File: src/rtl/rm_pkg.sv
// rm_pkg: shared helpers for the rate multiplier.
// Holds the one-bit full-adder equations used by every adder section.
package rm_pkg;

    // Sum bit of a full adder section.
    function automatic logic fa_sum(input logic a, input logic b, input logic ci);
        return a ^ b ^ ci;
    endfunction

    // Carry bit of a full adder section.
    function automatic logic fa_carry(input logic a, input logic b, input logic ci);
        return (a & b) | (ci & (a ^ b));
    endfunction

endpackage

File: src/rtl/rm_adder.sv
// rm_adder: unsigned ripple adder of WIDTH sections with carry out.
// Assumes a zero carry in; purely combinational.
module rm_adder #(
    parameter int WIDTH = 4
) (
    input  logic [WIDTH-1:0] op_a,
    input  logic [WIDTH-1:0] op_b,
    output logic [WIDTH-1:0] sum,
    output logic             carry_out
);
    import rm_pkg::*;

    logic [WIDTH:0] chain;

    // Carry into the lowest section is tied to zero.
    assign chain[0] = 1'b0;

    // One full-adder section per bit, carry rippling upward.
    for (genvar i = 0; i < WIDTH; i++) begin : g_sect
        assign sum[i]     = fa_sum(op_a[i], op_b[i], chain[i]);
        assign chain[i+1] = fa_carry(op_a[i], op_b[i], chain[i]);
    end

    assign carry_out = chain[WIDTH];

endmodule

File: src/rtl/rm_state_reg.sv
// rm_state_reg: phase register of the rate multiplier.
// Loads next_val when load_en is high, clears on synchronous active-low reset.
module rm_state_reg #(
    parameter int WIDTH = 4
) (
    input  logic             clk,
    input  logic             rst_n,
    input  logic             load_en,
    input  logic [WIDTH-1:0] next_val,
    output logic [WIDTH-1:0] state
);

    // Phase update: clear, load, or hold.
    always_ff @(posedge clk) begin
        if (!rst_n)       state <= '0;
        else if (load_en) state <= next_val;
    end

    logic past_valid = 1'b0;

    // Marks that at least one edge has been seen, so that $past is meaningful.
    always_ff @(posedge clk) past_valid <= 1'b1;

    a_r1_reset_zero: assert property (@(posedge clk) disable iff (!rst_n)
        (past_valid && !$past(rst_n)) |-> (state == '0));

    a_r2_sum_loaded: assert property (@(posedge clk) disable iff (!rst_n)
        (past_valid && $past(rst_n) && $past(load_en)) |-> (state == $past(next_val)));

    a_r4_hold_idle: assert property (@(posedge clk) disable iff (!rst_n)
        (past_valid && $past(rst_n) && !$past(load_en)) |-> $stable(state));

endmodule

File: src/rtl/rate_mult_top.sv
// rate_mult_top: carry-driven binary rate multiplier.
// Adds rate_word to the phase on each enabled cycle; the adder carry is the pulse.
// Assumes step_en is one clock wide per input pulse.
module rate_mult_top #(
    parameter int WIDTH = 4
) (
    input  logic             clk,
    input  logic             rst_n,
    input  logic             step_en,
    input  logic [WIDTH-1:0] rate_word,
    output logic             pulse_out,
    output logic [WIDTH-1:0] acc_state
);

    logic [WIDTH-1:0] phase_sum;
    logic             phase_carry;

    rm_adder #(.WIDTH(WIDTH)) u_add (
        .op_a      (acc_state),
        .op_b      (rate_word),
        .sum       (phase_sum),
        .carry_out (phase_carry)
    );

    rm_state_reg #(.WIDTH(WIDTH)) u_phase (
        .clk      (clk),
        .rst_n    (rst_n),
        .load_en  (step_en),
        .next_val (phase_sum),
        .state    (acc_state)
    );

    // Output pulse: carry of the addition made this cycle, gated by enable and reset.
    always_comb pulse_out = rst_n & step_en & phase_carry;

    a_r3_pulse_needs_step: assert property (@(posedge clk) disable iff (!rst_n)
        pulse_out |-> step_en);

    a_r3_pulse_wraps: assert property (@(posedge clk) disable iff (!rst_n)
        pulse_out |=> (acc_state < $past(acc_state)));

    a_r6_zero_rate_silent: assert property (@(posedge clk) disable iff (!rst_n)
        (rate_word == '0) |-> !pulse_out);

endmodule

File: config.mk
export PLATFORM = sky130hd
export DESIGN_NAME = rate_mult_top
export DESIGN_NICKNAME = d
export VERILOG_FILES = /design/src/rtl/rm_pkg.sv /design/src/rtl/rm_adder.sv /design/src/rtl/rm_state_reg.sv /design/src/rtl/rate_mult_top.sv
export SDC_FILE = /design/constraint.sdc
export NUM_CORES = 1
export LEC_CHECK = 0
export BUFFER_PORTS_ARGS = -buffer_cell sky130_fd_sc_hd__buf_4
export CAP_MARGIN = 20
export CORE_AREA = 3 3 40 42
export DETAILED_ROUTE_END_ITERATION = 12
export DIE_AREA = 0 0 43 45
export PLACE_DENSITY = 0.45
export REMOVE_ABC_BUFFERS = 1
export SYNTH_ARGS = -nofsm -noshare
export SYNTH_HDL_FRONTEND = slang
export SYNTH_SLANG_ARGS = --single-unit
File: constraint.sdc
create_clock -name clk -period 3.46 [get_ports clk]
set_clock_uncertainty 0.2 [all_clocks]
set_input_delay 0.173 -clock clk [delete_from_list [all_inputs] [get_ports clk]]
set_output_delay 0.173 -clock clk [all_outputs]
set_load 0.05 [all_outputs]
## Word-level counts from Yosys, hierarchy flattened

Cells that the tools add are included.

| word-level totals | value |
|---|---|
| bits in registers | 4 |
| input port bits | 7 |
| output and inout port bits | 5 |
| word-level logic and storage cells | 20 |

| cells by class | value |
|---|---|
| bitwise operators | 19 |

Operator list:

| kind | count |
|---|---|
| AND 1 bit | 9 |
| XOR 1 bit | 7 |
| bitwise OR 1 bit | 3 |

## Longest topological paths before layout

Gate-level depths: netlist of run 1.

| logic depth | value |
|---|---|
| word-level depth | 8 |
| mapped depth | 8 |
| mapped depth without buffers | 8 |

## By module

From an unflattened synthesis of run 1, not the netlist that was laid out.

| second synthesis, totals | value |
|---|---|
| cells, all modules | 28 |
| area total of the unflattened synthesis | 272.8 um2 |

By module, submodules not included:

| module | times used | cells each | area each (um2) |
|---|---|---|---|
| rm_state_reg | 1 | 13 | 156.4 |
| rm_adder | 1 | 14 | 110.1 |
| rate_mult_top | 1 | 1 | 6.3 |

## Worst setup path after synthesis of run 1

No wires, ideal clock.

| timing | value |
|---|---|
| path type | reg2reg |
| from | register u_phase.state[0] |
| to | register u_phase.state[3] |
| arrival | 2.059 ns |
| required time | 3.143 ns |
| path slack | 1.083 ns |
| stages on the path, launching flop included | 9 |
| clock period less this slack | 2.377 ns |
| cells stage by stage | dfxtp_1 -> ha_1 -> inv_1 -> fa_1 -> inv_1 -> fa_1 -> fa_1 -> mux2i_1 -> nor2b_1 |

| on the way | value |
|---|---|
| word-level cells in the longest chain between the ends | 6 |

Ends and longest elaborated chain:

| element | RTL line | text |
|---|---|---|
| from (decl) | rm_state_reg.sv:10 | `output logic [WIDTH-1:0] state` |
| from (signal assigned) | rm_state_reg.sv:16 | `else if (load_en) state <= next_val;` |
| AND 1 bit (2 in a row) | rm_pkg.sv:12 | `return (a & b) \| (ci & (a ^ b));` |
| bitwise OR 1 bit | rm_pkg.sv:12 |  |
| AND 1 bit | rm_pkg.sv:12 |  |
| bitwise OR 1 bit | rm_pkg.sv:12 |  |
| XOR 1 bit | rm_pkg.sv:7 | `return a ^ b ^ ci;` |
| named net phase_sum[3] | rate_mult_top.sv:15 | `logic [WIDTH-1:0] phase_sum;` |

The timed path passes the listed nets, and every way through them passes these cells.
A chain may end at the register's enable or synchronous reset.

## Final worst setup path of run 1

| timing | value |
|---|---|
| from | register u_phase.state[0] |
| to | output port pulse_out |

| on the way | value |
|---|---|
| word-level cells in the longest chain between the ends | 8 |

Ends and longest elaborated chain:

| element | RTL line | text |
|---|---|---|
| AND 1 bit (2 in a row) | rm_pkg.sv:12 |  |
| bitwise OR 1 bit | rm_pkg.sv:12 |  |
| AND 1 bit | rm_pkg.sv:12 |  |
| bitwise OR 1 bit | rm_pkg.sv:12 |  |
| AND 1 bit | rm_pkg.sv:12 |  |
| bitwise OR 1 bit | rm_pkg.sv:12 |  |
| AND 1 bit | rate_mult_top.sv:34 | `always_comb pulse_out = rst_n & step_en & phase_carry;` |
| to (decl) | rate_mult_top.sv:11 | `output logic pulse_out,` |

No other way between the ends.

==> metrics.txt, run 1 <==
Pwr per Cell Area 469.6 nW/um2; number of DRC markers in iteration 0 0; DR vias 195; Crit path depth 8; worst path arrival time 2.10 ns; antenna diode count 0; top area cells in the synthesized netlist dfxtp_1 (32%), fa_1 (24%), mux2i_1 (12%); fill count 137; fin area 361.6 um2; Synth top area share 32.16%; final hold violation count 0; antenna-violating nets left 0; Setup CP Type register to output port; Min Clock Period, post-route 2.469 ns; final core occ 28.14%; number of port buffers 11; LEAKAGE 0.1926 nW; Slew @ Worst Pin 0.1175 ns; status finished clean; # rows 13; clock latency on the worst-skew pair 0.23 ns; TritonCTS clock tree done; CTS HTree Levels 1; CP Capture Type output port; CP Buf/Inv Count 3; Max Fclk 405.1 MHz; Initial Util 19.38%; hold depth 2; Tot Pwr 0.0001698 W; post-cts resize count 0; sw power 0.00005610 W; initial antenna violation count 0; # IOs 12; power share of the clock group 32.3%; layout cells sized above 1 42.86%; CP Cell Sequence ha_1, inv_1, fa_1, inv_1, fa_1, fa_1, and3_2, buf_4; first-pass GRT wire length 793 um; Root Buffer clkbuf_4; GR Util All Layers 6.522%; Clock Tree Buf Depth 2; Inst Count DP 47; Tcrit/Tclk final 71.35%; Mapped Cells 22; Yosys top cell by area dfxtp_1; die height 45 um; CP Max Fanout 3; grt total ovfl 0; register area share after synthesis 32.16%; CTS hold repair buffers 0; max FFs per register 4; max-slew violations 0; Die Wd 43 um; Setup TNS 0 ns; largest net degree at the start of global routing 7; power share of the sequential group 33.4%; clock sink count 4; maxcap violations 0; final std cells w/o fill 50; full die area 1935 um2; gpl congestion 0.5939; delay-heaviest family, CP adder cells; switching fraction of total power 33.04%; most flop-heavy register u_phase.state; biggest regs u_phase.state: 4 flops; Final HPWL DP 412.6 um; CP max stage delay 0.37 ns; R2R cell count 8; Internal 0.0001137 W; Worst IR Drop VDD 0.0001039 V; crit start category register; CP required 3.09 ns; Area after DPL 339.1 um2; Wirelength per Cell 9.280 um; Yosys warnings 0; Slew Limit Headroom 91.94%; Yosys reg bits 4; clk slew on worst S/H paths 0.04 ns; DR DRC count 0; CP max-delay cell fa_1; TritonCTS buffer count 3; CP most frequent cell fa_1; Mapped Area 249.0 um2; vias in the first global route 204; Post-Route WL 464 um; Tightest Hold Check Type input pin to register; setup violators final 0; unrepaired setup endpoints after global routing no; Post-layout nets 48; Post-CTS Setup Inserts 0; vias per cell 3.900; Initial DRT Pass Iterations 1; area delta synth->final 45.23%; Synth cell types 10; Core Box Area 1285 um2; Logic pwr share 34.3%; post-synthesis average cell area 11.32 um2
==> final timing paths <==
kind	from	endpoint	slack, ns
max	u_phase.state[0]	pulse_out	0.99
min	rst_n	u_phase.state[2]	0.01
max reg2reg	u_phase.state[0]	u_phase.state[3]	1.37
min reg2reg	u_phase.state[1]	u_phase.state[1]	0.30
==> stage by stage <==
| stage | setup slack (ns) | hold WS, ns |
|---|---|---|
| final | 0.9915 | 0.01031 |
| after global routing | 0.8594 | 0.001143 |
| after CTS | 0.9678 | 0.007341 |
| after detailed placement | 1.212 | 0.2426 |
| after global placement | 1.244 | 0.2288 |
| after floorplan | 1.083 | 0.1012 |
==> cell families (layout without fill, tap and decap cells) <==
logic type | Yosys count | after routing | synth area share (%)
AO/OA/AOI/OAI | 1 | 1 | 4.020
adder cells (fa/ha/maj) | 4 | 4 | 29.15
flip-flops | 4 | 4 | 32.16
AND/OR/NAND/NOR | 5 | 5 | 12.06
multiplexers | 3 | 3 | 12.06
buffers and inverters | 5 | 18 | 10.55
==> cell usage after synthesis <==
cell type,instances
o211a_1,1
ha_1,1
inv_1,4
dfxtp_1,4
mux2i_1,3
nand2_1,1
buf_6,1
nor2b_1,3
fa_1,3
and3_2,1
==> metal layers <==
layer	wire, um	track usage [%]	vias to the layer above
li1	-	-	95
met1	150	4.634	97
met2	280	10.18	3
met3	32	5.179	0
met4	0	7.229	0
met5	0	0	-
==> cell type report <==
| cell class | instances | area [um2] | share of cell area (%) |
|---|---|---|---|
| timing repair buffer | 11 | 82.58 | 22.84 |
| sequential | 4 | 80.08 | 22.15 |
| clock buffer | 3 | 22.52 | 6.228 |
| multi-input combinational | 13 | 142.6 | 39.45 |
| tap | 15 | 18.77 | 5.190 |
| inverter | 4 | 15.01 | 4.152 |
==> power groups by stage <==
stage | combinational, W | clock [W] | sequential, W
CTS | 0.0000593 | 0.0000579 | 0.0000571
global route | 0.0000637 | 0.0000648 | 0.0000575
finish | 0.0000582 | 0.0000548 | 0.0000568
global placement | 0.0000570 | 0 | 0.0000570
detailed placement | 0.0000587 | 0 | 0.0000578
floorplan | 0.0000191 | 0 | 0.0000759
==> placed cells by master (no fill, tap or decap), drive strengths merged <==
master	count
inv	4
o211a	1
fa	3
dfxtp	4
nand2	1
ha	1
mux2i	3
clkbuf	3
nor2b	3
and3	1
buf	11
Note: power is estimated with default switching activity, not from simulation.
==> run 2: changes to the inputs <==
clock period = 2.43 ns   (was 3.46 ns; I/O delays follow)
==> metrics.txt, run 2 (synthesis results as in run 1) <==
# rows 13; Min Clock Period, post-route 2.354 ns; Initial DRT Pass Iterations 2; worst hold start step_en; Tcrit/Tclk final 96.86%; max-slew violations 0; # IOs 12; CP Buf/Inv Count 3; Area after DPL 339.1 um2; unrepaired setup endpoints after global routing no; CP Max Fanout 3; Post-layout nets 49; max FFs per register 4; clock latency on the worst-skew pair 0.23 ns; reg2reg start u_phase.state[0]; layout cells sized above 1 44.44%; commonest non-fill, non-tap cell in the layout buf_4; DR DRC count 0; status finished clean; CP Cell Sequence ha_1, inv_1, fa_1, inv_1, fa_2, fa_1, and3_2, buf_6; GRT busiest layer met2; antenna-violating nets left 0; CP Capture Type output port; worst path arrival time 2.03 ns; Initial Util 19.38%; number of DRC markers in iteration 0 1; die height 45 um; vias per cell 3.784; Post-CTS Setup Inserts 0; gpl congestion 0.6215; Worst IR Drop VDD 0.0001749 V; biggest regs u_phase.state: 4 flops; final hold violation count 0; delay-heaviest family, CP adder cells; GR Util All Layers 6.516%; Setup TNS 0 ns; worst setup margin 0.07635 ns; Setup CP Type register to output port; clk slew on worst S/H paths 0.04 ns; GR Layer Usage met1 4.623%; commonest cells after routing, fill and taps aside buf_4 (10), inv_1 (4), dfxtp_1 (4); largest net degree at the start of global routing 7; CTS HTree Levels 1; Wirelength per Cell 9.471 um; Core Box Area 1285 um2; setup violators final 0; Slew Limit Headroom 91.40%; initial antenna violation count 0; vias in the first global route 218; most flop-heavy register u_phase.state; crit start category register; TritonCTS clock tree done; full die area 1935 um2; fin area 377.9 um2; first-pass GRT wire length 828 um; TritonCTS buffer count 3; flop2flop setup slack 0.36 ns; Pwr per Cell Area 651.2 nW/um2; GRT met2 Usage 11.98%; GR Util met3 2.789%; Die Wd 43 um; Slew @ Worst Pin 0.1255 ns; Tightest Hold Check Type input pin to register; antenna diode count 0; Root Buffer clkbuf_4; Max Fclk 424.9 MHz; area delta synth->final 51.76%; CP max-delay cell fa_1; clock sink count 4; CP max stage delay 0.36 ns; grt total ovfl 0; CP required 2.11 ns; Post-Route WL 483 um; CP Launch Point u_phase.state[0]; maxcap violations 0; DR vias 193; Setup WS pre-CTS 0.2305 ns; Clock Tree Buf Depth 2; number of port buffers 11; LEAKAGE 0.1961 nW
run 2: cell types whose count changed in the layout (fill, tap and decap cells not counted), sizes merged:
| cell | previous run | this run |
|---|---|---|
| dlygate4sd3 | 0 | 1 |
run 2: worst paths after layout:
path / endpoint / cells past startpoint
min: u_phase.state[1] / 2
max: pulse_out / 8
max reg2reg: u_phase.state[3] / 8
min reg2reg: u_phase.state[1] / 1
run 2: per-layer routing:
metal,vias to the layer above,part of all wire (%),wire length (um)
met5,-,0,0
met4,0,3.1,15
met3,2,6.8,33
met2,5,60,288
met1,88,30,145
li1,98,-,-
run 2: cell type report:
type                            count  area, um2
Clock buffer                        3      22.52
Fill cell                         138      907.1
Inverter                            4      15.01
Multi-Input combinational cell     13      145.1
Sequential cell                     4      80.08
Tap cell                           15      18.77
Timing Repair Buffer               12      96.34
run 2: metrics by stage:
stage | hold WS (ns) | power [W] | instances | util (%)
6_report | 0.0001449 | 0.0002461 | 51 | 29.41
5_1_grt | 0.02099 | 0.0002643 | 51 | 29.41
3_3_place_gp | 0.1779 | 0.0001627 | 47 | 26.39
4_1_cts | 0.0008620 | 0.0002520 | 51 | 29.21
2_1_floorplan | 0.04967 | 0.0001354 | 21 | -
3_5_place_dp | 0.1786 | 0.0001656 | 47 | 26.39
run 2: what timing repair did:
item,CTS,global route
hold endpoints to repair,4,0
gates resized for setup,1,1
hold buffers,1,0
endpoints found under the setup margin,1,1
run 2: power breakdown:
| group | internal (W) | switching, W | total (W) | leakage (nW) |
|---|---|---|---|---|
| Combinational | 0.0000343 | 0.0000500 | 0.0000843 | 0.149 |
| Clock | 0.0000551 | 0.0000259 | 0.0000810 | 0.0138 |
| Sequential | 0.0000740 | 0.00000679 | 0.0000808 | 0.0331 |
| Total | 0.000163 | 0.0000827 | 0.000246 | 0.196 |
==> run 3: changes to the inputs <==
GPL_TIMING_DRIVEN = 1   (was unset)
clock period = 2.65 ns   (was 2.43 ns; I/O delays follow)
==> metrics.txt, run 3 (synthesis results as in run 1) <==
status finished clean; full die area 1935 um2; maxcap violations 0; Setup CP Type register to output port; CP required 2.32 ns; Post-Route WL 523 um; Core Box Area 1285 um2; Wirelength per Cell 10.06 um; area delta synth->final 53.27%; final std cells w/o fill 52; largest net degree at the start of global routing 7; clk slew on worst S/H paths 0.04 ns; first-pass GRT wire length 924 um; Tightest Hold Check Type input pin to register; # rows 13; CTS HTree Levels 1; fin area 381.6 um2; TritonCTS buffer count 3; power share of the clock group 33.1%; max-slew violations 0; power share of the sequential group 32.5%; vias per cell 3.635; DR vias 189; final core occ 29.70%; gpl congestion 0.6276; commonest non-fill, non-tap cell in the layout buf_4; Max Fclk 409.3 MHz; final hold violation count 0; fill count 139; setup violators final 0; Initial DRT Pass Iterations 1; Initial Util 19.38%; R2R cell count 8; number of port buffers 11; Pwr per Cell Area 597.7 nW/um2; clock latency on the worst-skew pair 0.23 ns; multi-input logic area 142.6 um2; Setup TNS 0 ns; Post-layout nets 50; CTS hold repair buffers 2; CP Capture Type output port; TritonCTS clock tree done; antenna diode count 0; Clock Tree Buf Depth 2; # IOs 12; crit start category register; worst path arrival time 2.11 ns; Post-CTS Setup Inserts 0; DR DRC count 0; Area after DPL 339.1 um2; GR Util All Layers 7.107%; post-cts resize count 0; CP Max Fanout 3; Final HPWL DP 448.2 um; register area 80.08 um2; max FFs per register 4; switching fraction of total power 33.89%; biggest regs u_phase.state: 4 flops; vias in the first global route 232; commonest cells after routing, fill and taps aside buf_4 (11), inv_1 (4), dfxtp_1 (4); Setup WS pre-CTS 0.4325 ns; Slew Limit Headroom 91.04%; clock sink count 4; Slew @ Worst Pin 0.1307 ns; die height 45 um; unrepaired setup endpoints after global routing no; hold depth 3; number of DRC markers in iteration 0 0; Logic pwr share 34.4%; Die Wd 43 um; layout cells sized above 1 40.54%; grt total ovfl 0; sw power 0.00007730 W; CP Launch Point u_phase.state[0]; Root Buffer clkbuf_4; crit path capture pulse_out; antenna-violating nets left 0; LEAKAGE 0.2024 nW; r2r endpoint u_phase.state[3]; reg2reg start u_phase.state[0]; Internal 0.0001508 W; initial antenna violation count 0; Min Clock Period, post-route 2.443 ns; worst setup margin 0.2067 ns; Inst Count DP 47; most flop-heavy register u_phase.state; flop2flop setup slack 0.56 ns; Tcrit/Tclk final 92.20%; Worst IR Drop VDD 0.0002037 V
run 3: cell count changes in the layout (fill, tap and decap cells not counted), sizes merged:
cell | before | now
dlygate4sd3 | 1 | 2
run 3: power by group through the flow:
stage | sequential [W] | combinational [W] | clock, W
after detailed placement | 0.0000751 | 0.0000768 | 0
final | 0.0000741 | 0.0000785 | 0.0000754
after floorplan | 0.0000991 | 0.0000250 | 0
after CTS | 0.0000741 | 0.0000802 | 0.0000809
after global routing | 0.0000754 | 0.0000860 | 0.0000834
after global placement | 0.0000746 | 0.0000751 | 0
run 3: cell type report:
| type | instances | share of cell area (%) |
|---|---|---|
| clock buffers | 3 | 5.902 |
| inverters | 4 | 3.934 |
| multi-input cells | 13 | 37.38 |
| flip-flops and latches | 4 | 20.98 |
| well taps | 15 | 4.918 |
| repair buffers | 13 | 26.89 |
run 3: stage by stage:
step | hold slack [ns] | power [W]
final | 0.05192 | 0.0002281
after global placement | 0.1899 | 0.0001497
after CTS | 0.04309 | 0.0002352
after global routing | 0.05356 | 0.0002448
after floorplan | 0.06067 | 0.0001241
after detailed placement | 0.2060 | 0.0001519
run 3: how the worst min path moves through the flow:
stage / from / endpoint / slack [ns]
after floorplan: rst_n / u_phase.state[0] / 0.06
after CTS: step_en / u_phase.state[0] / 0.04
after detailed placement: rst_n / u_phase.state[1] / 0.21
after global placement: rst_n / u_phase.state[0] / 0.19
after global routing: step_en / u_phase.state[0] / 0.05
final: step_en / u_phase.state[0] / 0.05
run 3: worst max-delay path, cell delays in order, from the launching register on:
cell	delay, ns
dfxtp_1	0.32
ha_1	0.18
inv_1	0.07
fa_1	0.15
inv_1	0.05
fa_1	0.38
fa_1	0.36
and3_2	0.19
buf_4	0.18
run 3: metal layers:
metal	vias up	GRT usage, %	routed length [um]
met2	3	12.57	319
met1	88	5.122	168
met3	0	3.984	35
met4	0	7.229	0
met5	-	0	0
li1	98	-	-
